File: src/rtl/nopx_pkg.sv
package nopx_pkg;
    typedef enum logic [1:0] {
        ST_IDLE   = 2'd0,
        ST_ARMED  = 2'd1,
        ST_ACTIVE = 2'd2
    } win_state_t;
endpackage

File: src/rtl/nopx_classify.sv
module nopx_classify #(
    parameter int          OPW    = 8,
    parameter logic [7:0]  EXCL_A = 8'hCB,
    parameter logic [7:0]  EXCL_B = 8'hDB,
    parameter int          PBIT   = 2
) (
    input  logic           strobe,
    input  logic [OPW-1:0] op,
    output logic           hit_any,
    output logic           hit_pre
);
    logic pattern;
    logic excluded;

    always_comb begin
        pattern  = (op[1:0] == 2'b11);
        excluded = (op == OPW'(EXCL_A)) || (op == OPW'(EXCL_B));
        hit_any  = strobe && pattern && !excluded;
        hit_pre  = hit_any && op[PBIT];
    end
endmodule

File: src/rtl/nopx_trigger.sv
module nopx_trigger #(
    parameter int OPW = 8
) (
    input  logic           clk,
    input  logic           rst_n,
    input  logic           hit_any,
    input  logic [OPW-1:0] op,
    output logic           pulse,
    output logic [OPW-1:0] code
);
    always_ff @(posedge clk) begin
        if (!rst_n) begin
            pulse <= 1'b0;
            code  <= '0;
        end else begin
            pulse <= hit_any;
            if (hit_any) begin
                code <= op;
            end
        end
    end
endmodule

File: src/rtl/nopx_window.sv
module nopx_window
    import nopx_pkg::*;
#(
    parameter int OPW = 8
) (
    input  logic           clk,
    input  logic           rst_n,
    input  logic           strobe,
    input  logic           hit_pre,
    input  logic [OPW-1:0] op,
    output logic           win_on,
    output logic [OPW-1:0] win_code
);
    win_state_t     st_q, st_d;
    logic [OPW-1:0] code_q;

    always_comb begin
        st_d = st_q;
        unique case (st_q)
            ST_IDLE:   if (hit_pre) st_d = ST_ARMED;
            ST_ARMED:  if (strobe)  st_d = hit_pre ? ST_ARMED : ST_ACTIVE;
            ST_ACTIVE: if (strobe)  st_d = hit_pre ? ST_ARMED : ST_IDLE;
            default:                st_d = ST_IDLE;
        endcase
    end

    always_ff @(posedge clk) begin
        if (!rst_n) begin
            st_q   <= ST_IDLE;
            code_q <= '0;
        end else begin
            st_q <= st_d;
            if (hit_pre) begin
                code_q <= op;
            end
        end
    end

    always_comb begin
        unique case (st_q)
            ST_ARMED:  win_on = 1'b1;
            ST_ACTIVE: win_on = !strobe;
            default:   win_on = 1'b0;
        endcase
        win_code = win_on ? code_q : '0;
    end
endmodule

File: src/rtl/nop_prefix_det.sv
module nop_prefix_det #(
    parameter int         OPW    = 8,
    parameter logic [7:0] EXCL_A = 8'hCB,
    parameter logic [7:0] EXCL_B = 8'hDB,
    parameter int         PBIT   = 2
) (
    input  logic           clk,
    input  logic           rst_n,
    input  logic           fetch_strobe,
    input  logic [OPW-1:0] bus_data,
    output logic           trig_pulse,
    output logic [OPW-1:0] trig_code,
    output logic           bank_sel,
    output logic [OPW-1:0] bank_code
);
    logic hit_any;
    logic hit_pre;

    nopx_classify #(.OPW(OPW), .EXCL_A(EXCL_A), .EXCL_B(EXCL_B), .PBIT(PBIT)) u_cls (
        .strobe  (fetch_strobe),
        .op      (bus_data),
        .hit_any (hit_any),
        .hit_pre (hit_pre)
    );

    nopx_trigger #(.OPW(OPW)) u_trg (
        .clk     (clk),
        .rst_n   (rst_n),
        .hit_any (hit_any),
        .op      (bus_data),
        .pulse   (trig_pulse),
        .code    (trig_code)
    );

    nopx_window #(.OPW(OPW)) u_win (
        .clk      (clk),
        .rst_n    (rst_n),
        .strobe   (fetch_strobe),
        .hit_pre  (hit_pre),
        .op       (bus_data),
        .win_on   (bank_sel),
        .win_code (bank_code)
    );
endmodule

File: config.mk
export PLATFORM = sky130hd
export DESIGN_NAME = nop_prefix_det
export DESIGN_NICKNAME = d
export VERILOG_FILES = /design/src/rtl/nopx_pkg.sv /design/src/rtl/nopx_classify.sv /design/src/rtl/nopx_trigger.sv /design/src/rtl/nopx_window.sv /design/src/rtl/nop_prefix_det.sv
export SDC_FILE = /design/constraint.sdc
export NUM_CORES = 1
export LEC_CHECK = 0
export CAP_MARGIN = 20
export CELL_PAD_IN_SITES_DETAIL_PLACEMENT = 1
export CELL_PAD_IN_SITES_GLOBAL_PLACEMENT = 1
export CORE_UTILIZATION = 36
export CTS_BUF_LIST = sky130_fd_sc_hd__clkbuf_8
export DETAILED_ROUTE_END_ITERATION = 6
export PLACE_DENSITY = 0.95
export SLEW_MARGIN = 20
export SYNTH_ARGS = -nofsm -noshare
export SYNTH_HDL_FRONTEND = slang
export SYNTH_SLANG_ARGS = --single-unit
export TNS_END_PERCENT = 1
File: constraint.sdc
create_clock -name clk -period 2.9 [get_ports clk]
set_input_delay 0.58 -clock clk [delete_from_list [all_inputs] [get_ports clk]]
set_output_delay 0.58 -clock clk [all_outputs]
set_load 0.1 [all_outputs]
==> metrics.yaml <==
final_cell_count_no_fill: 145
cts_buffer_depth: 2
drive_above_1_share_pct: 25.64
die_w_um: 50.22
synth_cell_types: 25
cp.required_ns: 2.32
critPathLaunchType: "primary input"
drt_iter0_markers: 12
ys_ff_latch: 19
synth_nets: 102
place_hpwl_um: 1731
numCtsBuffers: 3
cts_sinks: 19
wire_per_inst_um: 15.98
regToRegStartpoint: "u_win.st_q[1]$_SDFFE_PN0P_"
vdd_drop_max_mv: 0.3032
setup_tns_ns: 0
syn_to_final_growth_pct: 50.52
nFillCells: 252
leakagePower_nw: 0.4955
dp_cells: 141
synth_area_per_cell_um2: 9.621
criticalPathCategory: "primary input to output port"
hold_violations: 0
initial_utilization_pct: 37.84
seq_area_frac_synth_pct: 45.44
routed_wl_um: 2317
io_buffers: 28
htree_levels: 1
cts_hold_buf: 0
die_area_um2: 2522
min_from: "u_win.code_q[5]$_SDFFE_PN0P_"
gr-total-overflow: 0
rows: 17
r2r_end: "u_win.st_q[0]$_SDFFE_PN0P_"
worstPathArrival_ns: 2.03
final_common_cell: "nand2_1"
final.min_clock_period_ns: 2.608
power-per-cell-area_nw_per_um2: 439.2
insertion_delay_ns: 0.25
die_y_um: 50.22
drc: 0
cts_setup_buffers: 0
slew_viol_final: 0
grtUsageTotal_pct: 20.89
tritoncts: "done"
post_cts_resized: 0
yosys_warnings: 0
vias: 755
tightestPinTransition_ns: 0.4124
min_path_cells: 2
setup_viol: 0
maxSlewHeadroom_pct: 72.51
viasPerCell: 5.207
antenna_found_initial: 0
gp_congestion: 0.7110
num_antenna_cells: 0
clock_skew_ns: 0.00001546
final_cell_mix: "nand2_1 (20), dfxtp_1 (19), clkdlybuf4s50_1 (10), buf_4 (10), buf_12 (9)"
hold_end: "u_win.code_q[5]$_SDFFE_PN0P_"
dr.pass1.iters: 4
drtAntennaViolNets: 0
run_status: "completed"
syn-cell-area_um2: 837.1
cts_root_buf: "clkbuf_8"
fmax_mhz: 383.4
reg2regPathDepth: 4
grt_pass1_wl_um: 3822
nets: 133
reg2reg_slack_ns: 1.56
clk_pin_slew_ns: 0.07
drv_cap: 0
synth_cells: 87
cp_max_fo: 9
hold_class: "flip-flop to flip-flop"
grt_max_degree: 16
coreArea_um2: 2212
rsz0062_at_grt: "false"
ios: 29
first_global_vias: 814
finalCritPeriodShare_pct: 89.93
end_kind: "output port"
==> sequential cells by signal, summed over array words and instances (netlist names) <==
name          count
u_win.code_q      8
u_trg.code        8
u_trg.pulse       1
u_win.st_q        2
==> final cells by class <==
| class | instances | area, µm² | share of cell area (%) |
|---|---|---|---|
| Clock buffer | 3 | 41.29 | 3.277 |
| Clock inverter | 1 | 5.005 | 0.3972 |
| Inverter | 2 | 7.507 | 0.5958 |
| Multi-Input combinational cell | 63 | 435.4 | 34.56 |
| Sequential cell | 19 | 380.4 | 30.19 |
| Tap cell | 28 | 35.03 | 2.781 |
| Timing Repair Buffer | 29 | 355.3 | 28.20 |
==> cells in the mapped netlist, drive strengths merged <==
library cell	n	area share, %
clkbuf	2	0.90
and2	9	6.9
nand2	20	9.0
o21ai	2	1.2
nand4b	1	1.0
a21oi	1	1.9
a2bb2oi	1	1.0
ha	4	6.0
o221a	2	2.7
inv	2	0.90
a21boi	5	4.5
nand4	1	0.75
nand3	1	1.2
buf	1	0.90
o311ai	1	1.0
dfxtp	19	45
nor2b	2	1.5
and4bb	1	1.9
nor2	1	0.45
o22ai	1	0.75
and4	1	1.0
o21a	6	5.4
mux2i	3	3.6
==> power by group <==
| group | internal (W) | switching (W) |
|---|---|---|
| Clock | 0.0000955 | 0.0000894 |
| Combinational | 0.0000312 | 0.0000630 |
| Sequential | 0.000269 | 0.00000486 |
==> through the flow <==
step                      total power (W)  utilization (%)  instance area, µm²  setup slack (ns)  hold slack (ns)
after floorplan                 0.0003395                -               838.3          -0.04203           0.4305
after global placement          0.0003708            54.86                1214            0.3707           0.4403
final                           0.0005534            56.96                1260            0.2921           0.4565
after global routing            0.0005823            56.96                1260            0.2285           0.4865
after CTS                       0.0005559            56.96                1260            0.2979           0.4599
after detailed placement        0.0003747            54.86                1214            0.3029           0.4493
==> cells by family after synthesis <==
family	count (synthesis)	share of synthesized area (%)
AO/OA/AOI/OAI	19	18.54
adder cells (fa/ha/maj)	4	5.979
buffers and inverters	5	2.692
flip-flops	19	45.44
multiplexers	3	3.588
AND/OR/NAND/NOR	37	23.77
==> worst max-delay path, cell delays in order <==
cell,delay (ns)
clkdlybuf4s50_1,0.51
nor2b_1,0.17
o21a_1,0.34
and2_1,0.24
buf_12,0.19
==> worst max-delay path by stage <==
stage                                           from            to  depth (start not counted)
after floorplan           u_win.st_q[0]$_SDFFE_PN0P_  bank_code[1]                          4
after global placement                  fetch_strobe  bank_code[1]                          5
after detailed placement                fetch_strobe  bank_code[2]                          5
after CTS                               fetch_strobe  bank_code[2]                          5
after global routing                    fetch_strobe  bank_code[1]                          5
final                                   fetch_strobe  bank_code[1]                          5
==> per-layer routing <==
layer | vias up | global-route usage (%) | wire length (µm)
li1 | 359 | - | -
met1 | 370 | 22.10 | 917
met2 | 20 | 38.89 | 1276
met3 | 6 | 5.152 | 92
met4 | 0 | 8.095 | 31
met5 | - | 0 | 0
No activity file was read; power rests on OpenSTA's default activity.
